<file path="config.mk">
export PLATFORM = sky130hd
export DESIGN_NAME = ds1_sig_watch
export DESIGN_NICKNAME = d
export VERILOG_FILES = /design/src/rtl/ds1sig_pkg.sv /design/src/rtl/ds1_sig_gather.sv /design/src/rtl/ds1_sig_store.sv /design/src/rtl/ds1_sig_status.sv /design/src/rtl/ds1_sig_watch.sv
export SDC_FILE = /design/constraint.sdc
export NUM_CORES = 1
export LEC_CHECK = 0
export ABC_AREA = 1
export CORE_ASPECT_RATIO = 0.75
export CORE_MARGIN = 3
export CORE_UTILIZATION = 55
export DETAILED_ROUTE_END_ITERATION = 8
export PLACE_DENSITY = 0.74
export SLEW_MARGIN = 15
export SYNTH_ARGS = -nofsm -noshare
export SYNTH_HDL_FRONTEND = slang
export SYNTH_SLANG_ARGS = --single-unit
</file>
<file path="constraint.sdc">
create_clock -name clk -period 1.5 [get_ports clk]
set_input_delay 0.45 -clock clk [delete_from_list [all_inputs] [get_ports clk]]
set_output_delay 0.45 -clock clk [all_outputs]
set_load 0.02 [all_outputs]
</file>
<file path="src/rtl/ds1sig_pkg.sv">
package ds1sig_pkg;
  localparam int SIG_W  = 4;
  localparam int BANK_W = 8;
  localparam int FRM_W  = 5;

  // Place one received signaling bit into the channel word for the given frame.
  function automatic logic [SIG_W-1:0] merge_sig(
    input logic [SIG_W-1:0] old_w,
    input logic             sbit,
    input logic [FRM_W-1:0] frame,
    input logic             esf
  );
    logic [SIG_W-1:0] r;
    r = old_w;
    if (esf) begin
      case (frame)
        5'd6:    r[3] = sbit;
        5'd12:   r[2] = sbit;
        5'd18:   r[1] = sbit;
        5'd24:   r[0] = sbit;
        default: r = old_w;
      endcase
    end else begin
      case (frame)
        5'd6:    begin r[3] = sbit; r[1] = sbit; end
        5'd12:   begin r[2] = sbit; r[0] = sbit; end
        default: r = old_w;
      endcase
    end
    return r;
  endfunction
endpackage

</file>
<file path="src/rtl/ds1_sig_gather.sv">
module ds1_sig_gather
  import ds1sig_pkg::*;
#(
  parameter int NUM_CH = 24,
  parameter int IDX_W  = 5
) (
  input  logic                         clk,
  input  logic                         rst_n,
  input  logic                         esf_mode,
  input  logic                         byte_vld,
  input  logic                         sig_bit,
  input  logic [IDX_W-1:0]             ts_idx,
  input  logic [FRM_W-1:0]             frame_num,
  output logic [NUM_CH-1:0][SIG_W-1:0] gath
);
  logic [NUM_CH-1:0][SIG_W-1:0] gath_d, gath_q;

  always_comb begin
    gath_d = gath_q;
    for (int c = 0; c < NUM_CH; c++) begin
      if (ts_idx == IDX_W'(c)) begin
        gath_d[c] = merge_sig(gath_q[c], sig_bit, frame_num, esf_mode);
      end
    end
  end

  always_ff @(posedge clk or negedge rst_n) begin
    if (!rst_n) begin
      gath_q <= '0;
    end else if (byte_vld) begin
      gath_q <= gath_d;
    end
  end

  assign gath = gath_q;
endmodule

</file>
<file path="src/rtl/ds1_sig_store.sv">
module ds1_sig_store
  import ds1sig_pkg::*;
#(
  parameter int NUM_CH = 24
) (
  input  logic                         clk,
  input  logic                         rst_n,
  input  logic                         mf_end,
  input  logic [NUM_CH-1:0][SIG_W-1:0] gath,
  output logic [NUM_CH-1:0][SIG_W-1:0] store,
  output logic [NUM_CH-1:0]            chg,
  output logic                         any_chg
);
  logic [NUM_CH-1:0][SIG_W-1:0] store_q;
  logic [NUM_CH-1:0]            chg_d, chg_q;

  for (genvar c = 0; c < NUM_CH; c++) begin : g_cmp
    assign chg_d[c] = (gath[c] != store_q[c]);
  end

  assign any_chg = mf_end & (|chg_d);

  always_ff @(posedge clk or negedge rst_n) begin
    if (!rst_n) begin
      store_q <= '0;
      chg_q   <= '0;
    end else if (mf_end) begin
      store_q <= gath;
      chg_q   <= chg_d;
    end
  end

  assign store = store_q;
  assign chg   = chg_q;
endmodule

</file>
<file path="src/rtl/ds1_sig_status.sv">
module ds1_sig_status (
  input  logic clk,
  input  logic rst_n,
  input  logic any_chg,
  input  logic int_en,
  input  logic clr_on_read,
  input  logic rd_hit,
  input  logic wr_hit,
  input  logic wr_clr_bit,
  output logic stat
);
  logic stat_d, stat_q, clr_ev, set_ev;

  assign clr_ev = clr_on_read ? rd_hit : (wr_hit & wr_clr_bit);
  assign set_ev = any_chg & int_en;

  always_comb begin
    stat_d = stat_q;
    if (clr_ev) stat_d = 1'b0;
    if (set_ev) stat_d = 1'b1;
  end

  always_ff @(posedge clk or negedge rst_n) begin
    if (!rst_n) begin
      stat_q <= 1'b0;
    end else begin
      stat_q <= stat_d;
    end
  end

  assign stat = stat_q;
endmodule

</file>
<file path="src/rtl/ds1_sig_watch.sv">
module ds1_sig_watch
  import ds1sig_pkg::*;
#(
  parameter int NUM_CH   = 24,
  parameter int IDX_W    = 5,
  parameter int ADDR_W   = 5,
  parameter int STAT_BIT = 5
) (
  input  logic              clk,
  input  logic              rst_n,
  input  logic              esf_mode,
  input  logic              int_en,
  input  logic              clr_on_read,
  input  logic              byte_vld,
  input  logic [7:0]        ts_byte,
  input  logic [IDX_W-1:0]  ts_idx,
  input  logic [FRM_W-1:0]  frame_num,
  input  logic              mf_end,
  input  logic              rd_en,
  input  logic [ADDR_W-1:0] rd_addr,
  output logic [7:0]        rd_data,
  input  logic              wr_en,
  input  logic [ADDR_W-1:0] wr_addr,
  input  logic [7:0]        wr_data,
  output logic              irq
);
  localparam int NUM_BANK  = NUM_CH / BANK_W;
  localparam int BANK_BASE = NUM_CH;
  localparam int STAT_ADDR = NUM_CH + NUM_BANK;

  logic [NUM_CH-1:0][SIG_W-1:0] gath, store;
  logic [NUM_CH-1:0]            chg;
  logic [NUM_BANK-1:0][BANK_W-1:0] bank_map;
  logic any_chg, stat_flag, rd_hit, wr_hit;
  logic [7:0] rd_data_d, rd_data_q;
  logic unused_bits;

  assign unused_bits = ^{ts_byte[7:1], wr_data};

  ds1_sig_gather #(.NUM_CH(NUM_CH), .IDX_W(IDX_W)) u_gather (
    .clk      (clk),
    .rst_n    (rst_n),
    .esf_mode (esf_mode),
    .byte_vld (byte_vld),
    .sig_bit  (ts_byte[0]),
    .ts_idx   (ts_idx),
    .frame_num(frame_num),
    .gath     (gath)
  );

  ds1_sig_store #(.NUM_CH(NUM_CH)) u_store (
    .clk    (clk),
    .rst_n  (rst_n),
    .mf_end (mf_end),
    .gath   (gath),
    .store  (store),
    .chg    (chg),
    .any_chg(any_chg)
  );

  assign rd_hit = rd_en & (rd_addr == ADDR_W'(STAT_ADDR));
  assign wr_hit = wr_en & (wr_addr == ADDR_W'(STAT_ADDR));

  ds1_sig_status u_status (
    .clk        (clk),
    .rst_n      (rst_n),
    .any_chg    (any_chg),
    .int_en     (int_en),
    .clr_on_read(clr_on_read),
    .rd_hit     (rd_hit),
    .wr_hit     (wr_hit),
    .wr_clr_bit (wr_data[STAT_BIT]),
    .stat       (stat_flag)
  );

  // Lowest channel of each bank in the most significant bit.
  for (genvar b = 0; b < NUM_BANK; b++) begin : g_bank
    for (genvar j = 0; j < BANK_W; j++) begin : g_bit
      assign bank_map[b][BANK_W-1-j] = chg[b*BANK_W + j];
    end
  end

  always_comb begin
    rd_data_d = '0;
    for (int c = 0; c < NUM_CH; c++) begin
      if (rd_addr == ADDR_W'(c)) rd_data_d = {{(8-SIG_W){1'b0}}, store[c]};
    end
    for (int b = 0; b < NUM_BANK; b++) begin
      if (rd_addr == ADDR_W'(BANK_BASE + b)) rd_data_d = bank_map[b];
    end
    if (rd_addr == ADDR_W'(STAT_ADDR)) rd_data_d[STAT_BIT] = stat_flag;
  end

  always_ff @(posedge clk or negedge rst_n) begin
    if (!rst_n) begin
      rd_data_q <= '0;
    end else if (rd_en) begin
      rd_data_q <= rd_data_d;
    end
  end

  assign rd_data = rd_data_q;
  assign irq     = stat_flag & int_en;
endmodule

</file>
==> results.md <==
* Max-slew headroom at 76.54%
* First-pass GRT wire length at 54,920 µm
* Initial Util at 56.76%
* Gr ovfl total at 0
* Multi-input gate area at 5112 µm²
* Area of the mapped netlist at 11,120 µm²
* Violated checks: setup timing
* Port bufs at 39
* Ys Warns at 0
* Slew Limit Fails at 0
* IO Pins at 54
* Outcome: finished with violations
* Setup violators final at 13
* Final Wtd Congestion at 0.9869
* Worst-Skew Late Latency at 0.53 ns
* Antenna Nets Post-Route at 0
* Final HPWL DP at 23,300 µm
* FF+latch area at 5632 µm²
* Clock tree skew after final layout at 0.008042 ns
* Static Leak at 8.082 nW
* Syn Nets at 1,247
* NumNets Final at 1,568
* Worst slew pin tran at 0.3520 ns
* Die width at 170.2 µm
* Worst hold path depth at 2
* Final-layout fill cell count at 1,227
* Vias in the first global route at 10,140
* WHS Endpoint: u_store.store[35]$_DFFE_PN0P_
* Largest area contributor in the netlist: dfrtp_1
* RSZ-0062 raised after global routing: true
* TritonCTS clock tree: yes
* RR Startpoint: u_store.store[5]$_DFFE_PN0P_
* Number of library cell types mapped by synthesis at 31
* Global Route Usage Sum at 32.25%
* Clock-pin slew on the worst setup and hold paths at 0.06 ns
* CP Max Fanout at 2
* CP cell instances: nand4_1, nand2_1, nor2_1, nand4_1, nor2_2, nand4_1, nand2_1, nand4_1, nor2_1, nand4_1, nand2_1, nand4_1, nor2_1, nand4_1, nand2_1, nand2_1
* Yosys reg bits at 225
* Via density at 5.680
* Core area at 19,600 µm²
* Period utilization at 132.0%
* DIE HEIGHT at 129.2 µm
* Fin worst setup slack at -0.4804 ns
* Max incr delay on CP at 0.41 ns
* DR iter-0 viols at 1,269
* Core Rows at 44
* Minimum clock period at 1.980 ns
* Final hold violation count at 0
* Total power draw at 14.56 mW
* TritonCTS Buffers at 24
* Residual DRC at 0
* FF-to-FF path depth at 16
* Final Non-Filler Cells at 1,793
* Max Freq at 505.0 MHz
* Syn Area/Cell at 9.255 µm²
* Hold slack at 0.2936 ns
* Worst Path Class, Setup: reg -> reg
* Die area at 21,990 µm²
* Initial antenna violation count at 0
* CP Data Arrival Time at 2.40 ns
* Synth top area cells: dfrtp_1, nand2_1, mux2_2
* Crit end category: register
* Min-Delay Startpoint: mf_end
* CTS root buffer: clkbuf_16
* Clock Path Buffers at 3
* Post-Route WL at 36,380 µm
* Drt pass-1 iters at 5
* Largest net degree at the start of global routing at 38
* Critical path's slowest cell: dfrtp_1
* Area delta synth->final at 38.69%
* Wire per inst at 20.29 µm
* Fraction of layout cells with a size suffix above 1 at 33.31%
* PD cells at 943.8 nW/µm²
* R2r setup slk at -0.48 ns
* Vias after detailed routing at 10,190
* Area fraction of the dominant cell type after synthesis at 50.61%
* Max_cap viols at 0
* Worst setup SP type: register
* Worst min path class: in -> reg
* Register area share after synthesis at 50.61%
* Mapped Cells at 1,202
* Clock H-tree levels at 1
* Cell mode on critical path: nand4_1
* CP required at 1.92 ns
* Diodes inserted at 0
* Max VDD drop at 0.0008343 V
* Sink Count at 225
* Reg2reg end: rd_data[1]$_DFFE_PN0P_
* # placed instances at 1,724
worst max-delay path, delay by kind of cell (launching register included):
family           cells  cell delay [ns]
flip-flops           1             0.41
AND/OR/NAND/NOR     16             1.47
routing by layer:
metal	global-route usage (%)	part of all wire [%]	vias to the layer above
li1	-	-	4626
met1	46.12	43	4915
met2	48.70	44	543
met3	7.350	10	101
met4	11.73	3.6	0
met5	0	0	-
placed cells by master (no fill, tap or decap), types with 5 or more instances in the layout:
cell | netlist | final
buf_4 | 0 | 272
nand2_1 | 246 | 236
dfrtp_1 | 225 | 224
inv_1 | 112 | 108
mux2_2 | 75 | 73
nor2_1 | 85 | 68
o21ai_0 | 75 | 68
xnor2_1 | 64 | 62
a21oi_1 | 54 | 54
mux2i_1 | 40 | 40
nand4_1 | 39 | 39
a31oi_1 | 33 | 33
xor2_1 | 32 | 32
clkbuf_16 | 0 | 28
buf_12 | 0 | 20
nor2_4 | 5 | 14
inv_2 | 10 | 13
nand3_1 | 20 | 13
nor2_2 | 4 | 12
nand2_2 | 4 | 12
clkdlybuf4s50_1 | 0 | 10
buf_6 | 0 | 10
nand3_2 | 0 | 7
dlygate4sd2_1 | 0 | 7
o21ai_1 | 0 | 6
nor4_2 | 0 | 6
nor4_1 | 12 | 6
clkbuf_1 | 43 | 5
clkbuf_8 | 0 | 5
synthesized netlist by cell type (all sizes together):
| cell type | instances |
|---|---|
| a21oi | 54 |
| mux2 | 75 |
| nand4 | 39 |
| and3 | 1 |
| buf | 2 |
| nor2 | 94 |
| a221oi | 4 |
| xor2 | 32 |
| inv | 124 |
| and2 | 1 |
| clkinv | 1 |
| nor3b | 2 |
| nor4 | 12 |
| dfrtp | 225 |
| nor3 | 4 |
| clkbuf | 43 |
| xnor2 | 64 |
| mux2i | 40 |
| o21ai | 76 |
| o22ai | 3 |
| a31oi | 33 |
| nand2 | 252 |
| nand3 | 20 |
| a32o | 1 |
registers in the layout, summed over array words and instances (netlist names):
| name | flops |
|---|---|
| u_store.store | 96 |
| u_status.stat | 1 |
| u_store.chg | 24 |
| rd_data | 8 |
| u_gather.gath | 96 |
power by group:
part           internal, mW  switching [mW]  total, mW
Clock                  3.81            2.49       6.30
Sequential             6.27           0.152       6.43
Combinational         0.825            1.01       1.84
Total                  10.9            3.66       14.6
cell families (layout without fill, tap and decap cells):
kind of cell    count (synthesis)  count (layout)  share of synthesized area (%)
simple gates                  425             425                          16.52
flops                         225             225                          50.61
compound gates                171             171                          8.312
buf+inv                       170             508                          5.804
mux                           115             115                          11.19
xor+xnor                       96              96                          7.558
worst max path at each step:
stage | startpoint | endpoint | slack [ns] | cells after the start
2_1_floorplan | rd_addr[3] | rd_data[1]$_DFFE_PN0P_ | -0.26 | 19
3_3_place_gp | rd_addr[0] | rd_data[1]$_DFFE_PN0P_ | -1.26 | 20
3_5_place_dp | rd_addr[0] | rd_data[1]$_DFFE_PN0P_ | -1.33 | 20
5_1_grt | u_store.store[5]$_DFFE_PN0P_ | rd_data[1]$_DFFE_PN0P_ | -0.67 | 16
6_report | u_store.store[5]$_DFFE_PN0P_ | rd_data[1]$_DFFE_PN0P_ | -0.48 | 16
4_1_cts | u_store.store[5]$_DFFE_PN0P_ | rd_data[1]$_DFFE_PN0P_ | -0.50 | 16
layout make-up:
cell class | count | area share [%]
clock inverters | 8 | 0.7947
clock buffers | 35 | 4.623
multi-input cells | 807 | 33.14
repair buffers | 340 | 19.80
well taps | 253 | 2.052
flip-flops and latches | 225 | 36.50
inverters | 125 | 3.090
per-stage QoR:
stage               setup WS [ns]  setup TNS [ns]  utilization (%)  cell area (µm²)
global placement           -1.258          -63.64            71.35            13980
global route              -0.6743          -3.589            78.72            15430
detailed placement         -1.325          -67.63            71.35            13980
finish                    -0.4804          -2.467            78.72            15430
floorplan                 -0.2568          -1.434                -            11230
CTS                       -0.5015          -2.360            77.36            15160
repair_timing:
action,CTS,global route
endpoints found under the hold margin,28,0
hold buffers,1,0
pin swaps,14,24
buffers inserted,8,11
gates cloned,5,3
endpoints found under the setup margin,108,86
gates resized for setup,112,44
Power figures use the tool's default switching activity.
